--- src/rtl/eeprom_rd_pkg.sv ---
package eeprom_rd_pkg;

    localparam int ADDR_W = 16;
    localparam logic [3:0] DEV_CODE = 4'b1010;

    // Bit-level operations of the bus engine; each spans four quarter phases.
    typedef enum logic [1:0] {
        OP_START = 2'd0,
        OP_STOP  = 2'd1,
        OP_WBIT  = 2'd2,
        OP_RBIT  = 2'd3
    } bus_op_e;

    // Pull-low requests for the two open-drain lines.
    typedef struct packed {
        logic scl_low;
        logic sda_low;
    } line_drv_t;

    typedef enum logic [2:0] {
        SQ_IDLE  = 3'd0,
        SQ_START = 3'd1,
        SQ_TX    = 3'd2,
        SQ_RX    = 3'd3,
        SQ_STOP  = 3'd4
    } seq_state_e;

    typedef enum logic [1:0] {
        BY_CTRL_W  = 2'd0,
        BY_ADDR_HI = 2'd1,
        BY_ADDR_LO = 2'd2,
        BY_CTRL_R  = 2'd3
    } byte_kind_e;

    // Line levels per operation and quarter phase. SDA moves only in
    // phases where SCL is held low, except for the START/STOP edges.
    function automatic line_drv_t drive_for(bus_op_e op, logic [1:0] q, logic b);
        line_drv_t d;
        case (op)
            OP_START: begin
                d.scl_low = (q == 2'd0) || (q == 2'd3);
                d.sda_low = (q >= 2'd2);
            end
            OP_STOP: begin
                d.scl_low = (q == 2'd0);
                d.sda_low = (q <= 2'd1);
            end
            OP_WBIT: begin
                d.scl_low = (q == 2'd0) || (q == 2'd3);
                d.sda_low = ~b;
            end
            default: begin
                d.scl_low = (q == 2'd0) || (q == 2'd3);
                d.sda_low = 1'b0;
            end
        endcase
        return d;
    endfunction

    function automatic logic [2:0] sel_bits(logic two, logic [ADDR_W-1:0] a);
        return two ? 3'b000 : a[10:8];
    endfunction

    function automatic logic [7:0] ctrl_byte(logic [2:0] sel, logic rd);
        return {DEV_CODE, sel, rd};
    endfunction

endpackage

--- src/rtl/eeprom_rd_tick.sv ---
module eeprom_rd_tick #(
    parameter int DIV_W = 8
) (
    input  logic             clk,
    input  logic             rst,
    input  logic             en,
    input  logic [DIV_W-1:0] div,
    output logic             tick
);
    logic [DIV_W-1:0] cnt_q;

    always_ff @(posedge clk) begin
        if (rst || !en) begin
            cnt_q <= '0;
        end else if (cnt_q == div) begin
            cnt_q <= '0;
        end else begin
            cnt_q <= cnt_q + 1'b1;
        end
    end

    assign tick = en && (cnt_q == div);
endmodule

--- src/rtl/eeprom_rd_bitengine.sv ---
module eeprom_rd_bitengine
    import eeprom_rd_pkg::*;
(
    input  logic    clk,
    input  logic    rst,
    input  logic    cmd_valid,
    input  bus_op_e cmd_op,
    input  logic    cmd_bit,
    input  logic    tick,
    input  logic    sda_s,
    output logic    ready,
    output logic    active,
    output logic    done,
    output logic    rx_bit,
    output logic    scl_oe,
    output logic    sda_oe
);
    logic      active_q;
    bus_op_e   op_q;
    logic      bit_q;
    logic [1:0] q_q;
    line_drv_t drv_q;
    logic      done_q;
    logic      rx_q;

    always_ff @(posedge clk) begin
        if (rst) begin
            active_q <= 1'b0;
            op_q     <= OP_STOP;
            bit_q    <= 1'b0;
            q_q      <= 2'd0;
            drv_q    <= '0;
            done_q   <= 1'b0;
            rx_q     <= 1'b1;
        end else begin
            done_q <= 1'b0;
            if (!active_q) begin
                if (cmd_valid) begin
                    active_q <= 1'b1;
                    op_q     <= cmd_op;
                    bit_q    <= cmd_bit;
                    q_q      <= 2'd0;
                    drv_q    <= drive_for(cmd_op, 2'd0, cmd_bit);
                end
            end else if (tick) begin
                // sample in the middle of the SCL high time
                if (q_q == 2'd1 && op_q == OP_RBIT) begin
                    rx_q <= sda_s;
                end
                if (q_q == 2'd3) begin
                    active_q <= 1'b0;
                    done_q   <= 1'b1;
                end else begin
                    q_q   <= q_q + 2'd1;
                    drv_q <= drive_for(op_q, q_q + 2'd1, bit_q);
                end
            end
        end
    end

    assign ready  = !active_q;
    assign active = active_q;
    assign done   = done_q;
    assign rx_bit = rx_q;
    assign scl_oe = drv_q.scl_low;
    assign sda_oe = drv_q.sda_low;
endmodule

--- src/rtl/eeprom_rd_seq.sv ---
module eeprom_rd_seq
    import eeprom_rd_pkg::*;
(
    input  logic              clk,
    input  logic              rst,
    input  logic              start,
    input  logic              two_byte,
    input  logic [ADDR_W-1:0] addr,
    input  logic              eng_ready,
    input  logic              eng_done,
    input  logic              eng_rx,
    output logic              cmd_valid,
    output bus_op_e           cmd_op,
    output logic              cmd_bit,
    output logic              busy,
    output logic              done,
    output logic              err,
    output logic [7:0]        rdata
);
    seq_state_e        state_q;
    byte_kind_e        kind_q;
    logic [7:0]        sh_q;
    logic [3:0]        bitn_q;
    logic              issued_q;
    logic              rd_phase_q;
    logic              two_q;
    logic [ADDR_W-1:0] addr_q;
    logic [7:0]        rx_q;
    logic              err_pend_q;
    logic              busy_q, done_q, err_q;
    logic [7:0]        rdata_q;
    logic [2:0]        sel;

    assign sel       = sel_bits(two_q, addr_q);
    assign cmd_valid = (state_q != SQ_IDLE) && !issued_q;

    always_comb begin
        cmd_op  = OP_STOP;
        cmd_bit = 1'b1;
        case (state_q)
            SQ_START: cmd_op = OP_START;
            SQ_TX: begin
                cmd_op  = (bitn_q == 4'd8) ? OP_RBIT : OP_WBIT;
                cmd_bit = sh_q[7];
            end
            SQ_RX: begin
                // eighth-plus-one clock: not-acknowledge, line left high
                cmd_op  = (bitn_q == 4'd8) ? OP_WBIT : OP_RBIT;
                cmd_bit = 1'b1;
            end
            default: cmd_op = OP_STOP;
        endcase
    end

    always_ff @(posedge clk) begin
        if (rst) begin
            state_q    <= SQ_IDLE;
            kind_q     <= BY_CTRL_W;
            sh_q       <= '0;
            bitn_q     <= '0;
            issued_q   <= 1'b0;
            rd_phase_q <= 1'b0;
            two_q      <= 1'b0;
            addr_q     <= '0;
            rx_q       <= '0;
            err_pend_q <= 1'b0;
            busy_q     <= 1'b0;
            done_q     <= 1'b0;
            err_q      <= 1'b0;
            rdata_q    <= '0;
        end else begin
            done_q <= 1'b0;
            if (state_q == SQ_IDLE) begin
                if (start) begin
                    state_q    <= SQ_START;
                    busy_q     <= 1'b1;
                    two_q      <= two_byte;
                    addr_q     <= addr;
                    rd_phase_q <= 1'b0;
                    err_pend_q <= 1'b0;
                    issued_q   <= 1'b0;
                end
            end else if (cmd_valid && eng_ready) begin
                issued_q <= 1'b1;
            end else if (issued_q && eng_done) begin
                issued_q <= 1'b0;
                case (state_q)
                    SQ_START: begin
                        state_q <= SQ_TX;
                        bitn_q  <= '0;
                        sh_q    <= ctrl_byte(sel, rd_phase_q);
                        kind_q  <= rd_phase_q ? BY_CTRL_R : BY_CTRL_W;
                    end
                    SQ_TX: begin
                        if (bitn_q != 4'd8) begin
                            sh_q   <= {sh_q[6:0], 1'b0};
                            bitn_q <= bitn_q + 4'd1;
                        end else if (eng_rx) begin
                            err_pend_q <= 1'b1;
                            state_q    <= SQ_STOP;
                        end else begin
                            bitn_q <= '0;
                            case (kind_q)
                                BY_CTRL_W: begin
                                    kind_q <= two_q ? BY_ADDR_HI : BY_ADDR_LO;
                                    sh_q   <= two_q ? addr_q[15:8] : addr_q[7:0];
                                end
                                BY_ADDR_HI: begin
                                    kind_q <= BY_ADDR_LO;
                                    sh_q   <= addr_q[7:0];
                                end
                                BY_ADDR_LO: begin
                                    state_q    <= SQ_START;
                                    rd_phase_q <= 1'b1;
                                end
                                default: state_q <= SQ_RX;
                            endcase
                        end
                    end
                    SQ_RX: begin
                        if (bitn_q != 4'd8) begin
                            rx_q   <= {rx_q[6:0], eng_rx};
                            bitn_q <= bitn_q + 4'd1;
                        end else begin
                            state_q <= SQ_STOP;
                        end
                    end
                    default: begin
                        state_q <= SQ_IDLE;
                        busy_q  <= 1'b0;
                        done_q  <= 1'b1;
                        err_q   <= err_pend_q;
                        if (!err_pend_q) begin
                            rdata_q <= rx_q;
                        end
                    end
                endcase
            end
        end
    end

    assign busy  = busy_q;
    assign done  = done_q;
    assign err   = err_q;
    assign rdata = rdata_q;
endmodule

--- src/rtl/eeprom_rd_master.sv ---
module eeprom_rd_master
    import eeprom_rd_pkg::*;
#(
    parameter int DIV_W       = 8,
    parameter int SYNC_STAGES = 2
) (
    input  logic              clk,
    input  logic              rst,
    input  logic              start,
    input  logic              two_byte,
    input  logic [ADDR_W-1:0] addr,
    input  logic [DIV_W-1:0]  quarter_div,
    output logic              busy,
    output logic              done,
    output logic [7:0]        rdata,
    output logic              err,
    output logic              scl_oe,
    output logic              sda_oe,
    input  logic              sda_in
);
    logic             sda_s;
    logic [DIV_W-1:0] div_q;
    logic             tick, eng_ready, eng_active, eng_done, eng_rx;
    logic             cmd_valid, cmd_bit;
    bus_op_e          cmd_op;

    // input synchronizer for the sampled data line
    generate
        if (SYNC_STAGES <= 1) begin : g_sync1
            logic s_q;
            always_ff @(posedge clk) begin
                if (rst) s_q <= 1'b1;
                else     s_q <= sda_in;
            end
            assign sda_s = s_q;
        end else begin : g_syncn
            logic [SYNC_STAGES-1:0] s_q;
            always_ff @(posedge clk) begin
                if (rst) s_q <= '1;
                else     s_q <= {s_q[SYNC_STAGES-2:0], sda_in};
            end
            assign sda_s = s_q[SYNC_STAGES-1];
        end
    endgenerate

    // divider setting frozen for the whole access
    always_ff @(posedge clk) begin
        if (rst) begin
            div_q <= '0;
        end else if (start && !busy) begin
            div_q <= quarter_div;
        end
    end

    eeprom_rd_tick #(.DIV_W(DIV_W)) u_tick (
        .clk  (clk),
        .rst  (rst),
        .en   (eng_active),
        .div  (div_q),
        .tick (tick)
    );

    eeprom_rd_bitengine u_eng (
        .clk       (clk),
        .rst       (rst),
        .cmd_valid (cmd_valid),
        .cmd_op    (cmd_op),
        .cmd_bit   (cmd_bit),
        .tick      (tick),
        .sda_s     (sda_s),
        .ready     (eng_ready),
        .active    (eng_active),
        .done      (eng_done),
        .rx_bit    (eng_rx),
        .scl_oe    (scl_oe),
        .sda_oe    (sda_oe)
    );

    eeprom_rd_seq u_seq (
        .clk       (clk),
        .rst       (rst),
        .start     (start),
        .two_byte  (two_byte),
        .addr      (addr),
        .eng_ready (eng_ready),
        .eng_done  (eng_done),
        .eng_rx    (eng_rx),
        .cmd_valid (cmd_valid),
        .cmd_op    (cmd_op),
        .cmd_bit   (cmd_bit),
        .busy      (busy),
        .done      (done),
        .err       (err),
        .rdata     (rdata)
    );
endmodule

--- config.mk ---
export PLATFORM = sky130hd
export DESIGN_NAME = eeprom_rd_master
export DESIGN_NICKNAME = d
export VERILOG_FILES = /design/src/rtl/eeprom_rd_pkg.sv /design/src/rtl/eeprom_rd_tick.sv /design/src/rtl/eeprom_rd_bitengine.sv /design/src/rtl/eeprom_rd_seq.sv /design/src/rtl/eeprom_rd_master.sv
export SDC_FILE = /design/constraint.sdc
export NUM_CORES = 1
export LEC_CHECK = 0
export ABC_AREA = 0
export ABC_CLOCK_PERIOD_IN_PS = 2550
export BUFFER_PORTS_ARGS = -buffer_cell sky130_fd_sc_hd__buf_2
export CORE_ASPECT_RATIO = 1.4
export CORE_MARGIN = 10
export CORE_UTILIZATION = 58
export CTS_CLUSTER_DIAMETER = 120
export DETAILED_ROUTE_END_ITERATION = 12
export MAX_ROUTING_LAYER = met4
export PLACE_DENSITY = 0.91
export SETUP_SLACK_MARGIN = 0.02
export SKIP_CTS_REPAIR_TIMING = 1
export SLEW_MARGIN = 20
export SYNTH_ARGS = -nofsm -noshare
export SYNTH_HDL_FRONTEND = slang
export SYNTH_SLANG_ARGS = --single-unit
export TNS_END_PERCENT = 30
--- constraint.sdc ---
create_clock -name clk -period 2.55 [get_ports clk]
set_input_delay 0.255 -clock clk [delete_from_list [all_inputs] [get_ports clk]]
set_output_delay 0.255 -clock clk [all_outputs]
set_load 0.05 [all_outputs]
==> metrics list, run 1 <==
* Share of layout cells above drive strength 1: 0.166
- The congestion estimate from routability-driven global placement came to 0.915.
* Total of flip-flops plus latches after synthesis: 84
* Unique cell type count in the Yosys netlist: 51
- The number of clock buffers added by TritonCTS is 9.
* Transition at the pin with the smallest max-transition slack: 0.610 ns
- CP arrival: 2.56 ns
* Buffer levels on the longest clock path: 2
- After detailed routing, the number of vias per cell comes to 5.81.
- Between clock sinks in the finished design, the worst skew comes to 0.0100 ns.
- Rel. slew slack: 0.592
* Layout Cell Area excl Fill: about 4200 sq um
- Summing all multi-input logic gate instances after layout gives ~1900 sq um.
* Leakage power of the design: 1.72 nW
* Number of nets still failing antenna checks after routing: 0
- Dominant register cell in the synthesized netlist: dfxtp_1
- Number of standard cells in the layout, taps in and fillers out: 549
* Placed wire-length estimate: 5780 microns
- The Yosys step of the flow raised 0 warnings.
- The clock drives 84 sinks.
* RSZ-0062 raised after global routing: false
- Total Negative Setup Slacks: 0 ns
* Final critical-path share of the clock period: 0.901
- Filler cell count: 465
* Core ar.: 6250 sq um
- STA puts the critical path data required time at 2.81 ns.
- The share of synthesized area in the top cell type comes to 0.451.
- The critical path is of the reg2reg type.
- Clock latency on the worst-skew pair: 0.36 ns
* Starting density of the core: 0.597
* Worst hold path type: in2reg
- Overall power: 3.04 mW
- Total Nets Final: 509
- Via count of the first global-routing pass: 3069
- STA classifies the critical path startpoint as a flop.
- The floorplan has 34 rows.
- Die Span Y: 115 microns
- Based on the critical path, the design can be clocked at up to 0.435 GHz.
- Setup slack on the worst reg-to-reg path comes out at 0.25 ns.
- Pwr/cell area: 728 nW/um^2
- Global-route wire length before repair: 13900 microns
* Die boundary width: about 88 microns
- The clock period could shrink to 2.30 ns.
- Synth top area cells: dfxtp_1 (45%), nand2_1 (7.0%), mux2i_1 (6.4%)
- Post-Place Worst Slack: 0.242 ns
- In this run, placement finished with an instance count of 533.
- The area growth from synthesis to layout is 11.8%.
- Root buffer cell: clkbuf_8
- The final count of pins violating max slew is 0.
- Area occupied by registers: 1680 sq um
- Global routing finished with a remaining overflow of 0.
- Clock-pin slew reported for the worst setup and hold paths after clock tree synthesis: around 0.09 ns
* Initial drt markers: 293
- After layout, the worst setup slack is 0.252 ns.
- The synthesized design spends more area on one cell type than any other, namely dfxtp_1.
- Setup violations remaining at the end of the flow were counted as 0.
- The number of antenna diodes in the final layout is 0.
* Initial antenna violation count: 0
- For this run, asynchronously set or reset flops after synthesis account for 0.
- Max-capacitance violation count: 0
- Number of synthesized flops with an enable pin: 0
- STA classifies the critical path endpoint as a flop.
- The worst register-to-register path begins at u_seq.bitn_q[0]$_SDFFE_PP0P_.
* Routed wire length per instance: 15.4 microns
* Aggregate global-route resource usage: 0.173
* Average size of a mapped cell: 8.48 sq um
- Peak supply drop: between 0.4 and 0.5 mV
* Final routed DRC violation total: 0
- The final count of hold timing violations is 0.
* Share of synthesized area occupied by flip-flops and latches: 0.451
- Mapped Nets: 477
- Placed Instance Area: 3950 sq um
* Biggest fanout along the worst timing path: 15
- Startpoint of the worst setup timing path: u_seq.bitn_q[0]$_SDFFE_PP0P_
* 1st-pass router iterations: 4
* Syn Inst Count: 440
- The clock tree synthesis step divided the H-tree into 3 levels.
- Total vias in the final route: 3189
* CTS tree: built
- The run finished with clean final reports.
* Die Footprint: 10100 sq um
* Boundary Pins: 42
- Port Buf Inserts: 41
* Wire length after detailed routing: 8440 microns
- Post-Synthesis Cell Area: 3730 sq um
* Worst min-delay path startpoint: sda_in
* Pin count of the biggest net entering global routing: 56
==> cell usage in the layout (no fill, tap or decap), types with 4 or more instances in the layout <==
cell      instances
a211o_1           5
a211oi_1          4
a21oi_1          41
a31oi_1           4
buf_2            41
buf_4             6
clkbuf_8          9
dfxtp_1          84
ha_1              8
inv_1            10
mux2i_1          24
nand2_1          70
nand2b_1          7
nand3_1          11
nor2_1           57
nor3_1           13
o21ai_0          12
or2_2             5
xor2_1           13
==> flip-flops by register name, indices dropped and copies added (netlist names), 3 cells and up <==
signal and count:
u_seq.bitn_q 4, u_seq.sh_q 8, u_seq.state_q 3, u_seq.rdata 8
u_tick.cnt_q 8, u_seq.rx_q 8, div_q 8, u_seq.addr_q 16
==> path summary, 6_finish.rpt <==
path                               end  cells past startpoint
max          u_eng.sda_oe$_SDFFE_PP0P_                     10
max reg2reg  u_eng.sda_oe$_SDFFE_PP0P_                     10
min          g_syncn.s_q[0]$_SDFF_PP1_                      2
min reg2reg  g_syncn.s_q[1]$_SDFF_PP1_                      1
==> cell families after synthesis <==
group                    count (synthesis)  share of synthesized area
flip-flops                              84                      0.451
adder cells (fa/ha/maj)                  8                     0.0268
AO/OA/AOI/OAI                           86                      0.144
XOR/XNOR                                16                     0.0376
AND/OR/NAND/NOR                        185                      0.230
buffers and inverters                   36                     0.0433
multiplexers                            25                     0.0674
==> metrics by stage <==
stage,hold slack (ns),utilization
4_1_cts,0.0736,0.667
5_1_grt,0.0842,0.667
6_report,0.0837,0.667
3_3_place_gp,0.392,0.631
3_5_place_dp,0.401,0.631
2_1_floorplan,0.359,-
==> cells in the mapped netlist (all sizes together), types with 2 or more instances <==
library cell / instances
or2: 5
nor2b: 3
o211ai: 3
a21oi: 42
xnor2: 3
clkbuf: 19
nand2: 70
inv: 10
mux2i: 24
nand3: 11
o2bb2ai: 2
a311oi: 3
or4b: 2
dfxtp: 84
ha: 8
nand2b: 7
nor2: 57
nor4: 3
a31oi: 4
and3: 3
a211o: 5
a311o: 3
nor3: 13
a211oi: 5
o31ai: 2
xor2: 13
buf: 7
o21ai: 12
or3: 2
==> area by class of cell <==
cell class | instances | share of cell area
multi-input cells | 320 | 0.453
clock inverters | 6 | 0.0225
repair buffers | 47 | 0.0600
inverters | 10 | 0.00900
clock buffers | 10 | 0.0306
flip-flops and latches | 84 | 0.403
well taps | 72 | 0.0216
==> power breakdown <==
group,switching (mW),internal [mW]
Combinational,0.319,0.178
Clock,0.501,0.563
Sequential,0.0833,1.39
==> routing by layer <==
metal / vias to the layer above / part of all wire / track usage
met5: - / 0 / -
met4: 0 / 0.024 / 0.0832
met3: 21 / 0.049 / 0.0439
met2: 95 / 0.52 / 0.276
met1: 1508 / 0.41 / 0.198
li1: 1565 / - / -
==> worst max-delay path, cell delays in order (launching register included) <==
cell      delay (ns)
dfxtp_1         0.41
inv_1           0.07
ha_1            0.21
and3b_1         0.17
buf_4           0.18
o21ai_0         0.22
a21oi_2         0.11
ha_1            0.31
nor3_1          0.16
a221oi_1        0.07
a311oi_1        0.28
Power figures use the tool's default switching activity.
==> run 2: changes to the inputs <==
--- a/config.mk
+++ b/config.mk
@@ -14,7 +14,7 @@
 export CTS_CLUSTER_DIAMETER = 120
 export DETAILED_ROUTE_END_ITERATION = 12
 export MAX_ROUTING_LAYER = met4
-export PLACE_DENSITY = 0.91
+export PLACE_DENSITY = 0.85
 export SETUP_SLACK_MARGIN = 0.02
 export SKIP_CTS_REPAIR_TIMING = 1
 export SLEW_MARGIN = 20
==> metrics list, run 2 (synthesis gave the netlist of run 1 again) <==
* Max-slew violation count: 0
* Setup crit start kind: flop
- The share of total power dissipated in combinational logic is 0.165.
* Hold Fails Final Rpt: 0
* Die Footprint: around 10000 sq um
- The analysis attributes to cell leakage a power of approximately 1.7 nW.
* Worst setup EP type: flop
- Using the TritonRoute via totals, the vias-per-cell ratio works out to 5.76.
- Total placed cells including tap cells: ~530
- CP arrival: around 2.5 ns
* Clock group share of total power: 0.329
- In this run the deepest clock path goes through 2 buffers.
- In the final layout, the share of cells above drive strength 1 is 0.164.
- Among all stages on the critical path, the largest delay is contributed by dfxtp_1.
* Hold WS: 0.0821 ns
* Pwr/cell area: 704 nW/um^2
- The floorplan step set the die height to 115 microns.
- WP data required: 2.76 ns
- Share of total power in sequential cells: 0.506
- The worst setup path is of the reg2reg kind.
- Initial antenna violation count: 0
- Number of nets still failing antenna checks after routing: 0
- Final critical-path share of the clock period: 0.909
- Post-Place Worst Slack: 0.294 ns
- For this block, the via count after detailed routing is 3164.
- Number of standard cells in the layout, taps in and fillers out: ~550
- The register with the most flip-flops in the layout has 16 of them.
- Total inserted antenna cells: 0
- VDD sags by at most 0.482 mV.
- Routed wire length per instance: approximately 15 microns
- Port Buf Inserts: 41
- Crit path cell chain: inv_1 > ha_1 > and3b_1 > or3_1 > a21oi_1 > inv_1 > ha_1 > a21oi_1 > nor3_1 > a221oi_1 > a311oi_1
- 1st-pass router iterations: 5
* Aggregate global-route resource usage: 0.168
* Clock sink total: 84
* Worst hold path type: in2reg
- Number of failing setup endpoints in the final timing report: 0
- Worst Skew: 0.0116 ns
- Pin count of the biggest net entering global routing: between 40 and 50
- For this run, design rule violations remaining after detail routing come to 0.
- The first global-routing pass estimated 13600 microns of wire.
- Clock latency on the worst-skew pair: 0.36 ns
* Total Nets Final: 509
- For this run, the slowest stage of the critical path takes roughly 0.4 ns.
- Wire length after detailed routing: 8120 microns
- Cell internal power was estimated by the tool at 2.03 mW.
* Biggest fanout along the worst timing path: 4
- Counting the buffers created by CTS gives 9.
- In this run the horizontal extent of the chip is 87.8 microns.
- Once detailed placement completed, the half-perimeter wirelength came to 5570 microns.
- Max-cap violations in this run came to 0.
* Commonest cells after routing, fill and taps aside: dfxtp_1 (84), nand2_1 (70), nor2_1 (57)
* Starting density of the core: 0.597
* Switching part of the total: 0.303
* Result of the run: completed
- Leaving out fill and tap cells, the most frequent cell in the layout is dfxtp_1.
- Gpl congestion: ~0.85
- After layout, the minimum clock period comes to 2.32 ns.
- Row Count: 34
- The cell family contributing the most delay on the critical path is compound AO/OA/AOI/OAI gates.
- The clock tree synthesis step divided the H-tree into 3 levels.
* Relative area change from synthesis to final layout: 11.2%
- Initial drt markers: 283
- CTS tree: built
- After filler insertion, the fill cell instance count of the layout stands at 486.
- Clock-pin slew reported for the worst setup and hold paths after clock tree synthesis: roughly 0.080 ns
* Overall power: 2.92 mW
- Summed over all nets, the switching power comes to 885 uW.
- Via count of the first global-routing pass: 3073
- Root buffer cell: clkbuf_8
- Residual overflow from global routing: 0
- Boundary Pins: 42
* CP Buf/Inv Count: 2
- In the final timing run, aggregate negative setup slack is 0 ns.
- RSZ-0062 raised after global routing: false
- Maximum operating frequency: 0.431 GHz
* Register ranked first by flip-flop count: u_seq.addr_q
- Rel. slew slack: 0.576
- Transition at the pin with the smallest max-transition slack: 0.636 ns
- Core ar.: 6250 sq um
- Across all setup checks in the final design, the least slack found is 0.231 ns.
## run 2: cell types whose count changed in the layout (fill, tap and decap cells not counted)
cell	change
clkinv_4	+2
inv_6	-2
a21oi_1	+1
a21oi_2	-1
inv_8	+1
clkinvlp_4	-1
bufinv_16	-1
clkinv_2	+1
## run 2: worst paths after layout
check / startpoint / end / slack (ns) / depth (start not counted)
worst max register to register: u_seq.bitn_q[0]$_SDFFE_PP0P_ / u_eng.sda_oe$_SDFFE_PP0P_ / 0.23 / 11
worst min register to register: g_syncn.s_q[0]$_SDFF_PP1_ / g_syncn.s_q[1]$_SDFF_PP1_ / 0.41 / 1
worst min-delay path: sda_in / g_syncn.s_q[0]$_SDFF_PP1_ / 0.08 / 2
worst max-delay path: u_seq.bitn_q[0]$_SDFFE_PP0P_ / u_eng.sda_oe$_SDFFE_PP0P_ / 0.23 / 11
## run 2: layout make-up
| class | count | area, sq um | area share |
|---|---|---|---|
| multi-input cells | 320 | 1890 | 0.455 |
| clock buffers | 10 | 128 | 0.0308 |
| clock inverters | 6 | 72.6 | 0.0175 |
| flip-flops and latches | 84 | 1680 | 0.405 |
| well taps | 72 | 90.1 | 0.0217 |
| repair buffers | 47 | 250 | 0.0603 |
| inverters | 10 | 37.5 | 0.00905 |
## run 2: stage by stage
stage               utilization  cell area, sq um
floorplan                     -              3730
global placement          0.631              3950
detailed placement        0.631              3950
CTS                       0.663              4150
global route              0.663              4150
finish                    0.663              4150
## run 2: power groups by stage
| stage | Sequential (mW) | Clock [mW] | Combinational [mW] |
|---|---|---|---|
| after global placement | 1.50 | 0 | 0.467 |
| after global routing | 1.49 | 1.03 | 0.541 |
| after detailed placement | 1.50 | 0 | 0.480 |
| after floorplan | 1.52 | 0 | 0.346 |
| after CTS | 1.47 | 0.974 | 0.482 |
| final | 1.48 | 0.959 | 0.482 |
## run 2: layer usage
layer / routed length, microns / up-vias / GRT usage
li1: - / 1574 / -
met1: 3580 / 1498 / 0.194
met2: 4110 / 81 / 0.274
met3: 343 / 11 / 0.0439
met4: 87 / 0 / 0.0586
met5: 0 / - / -
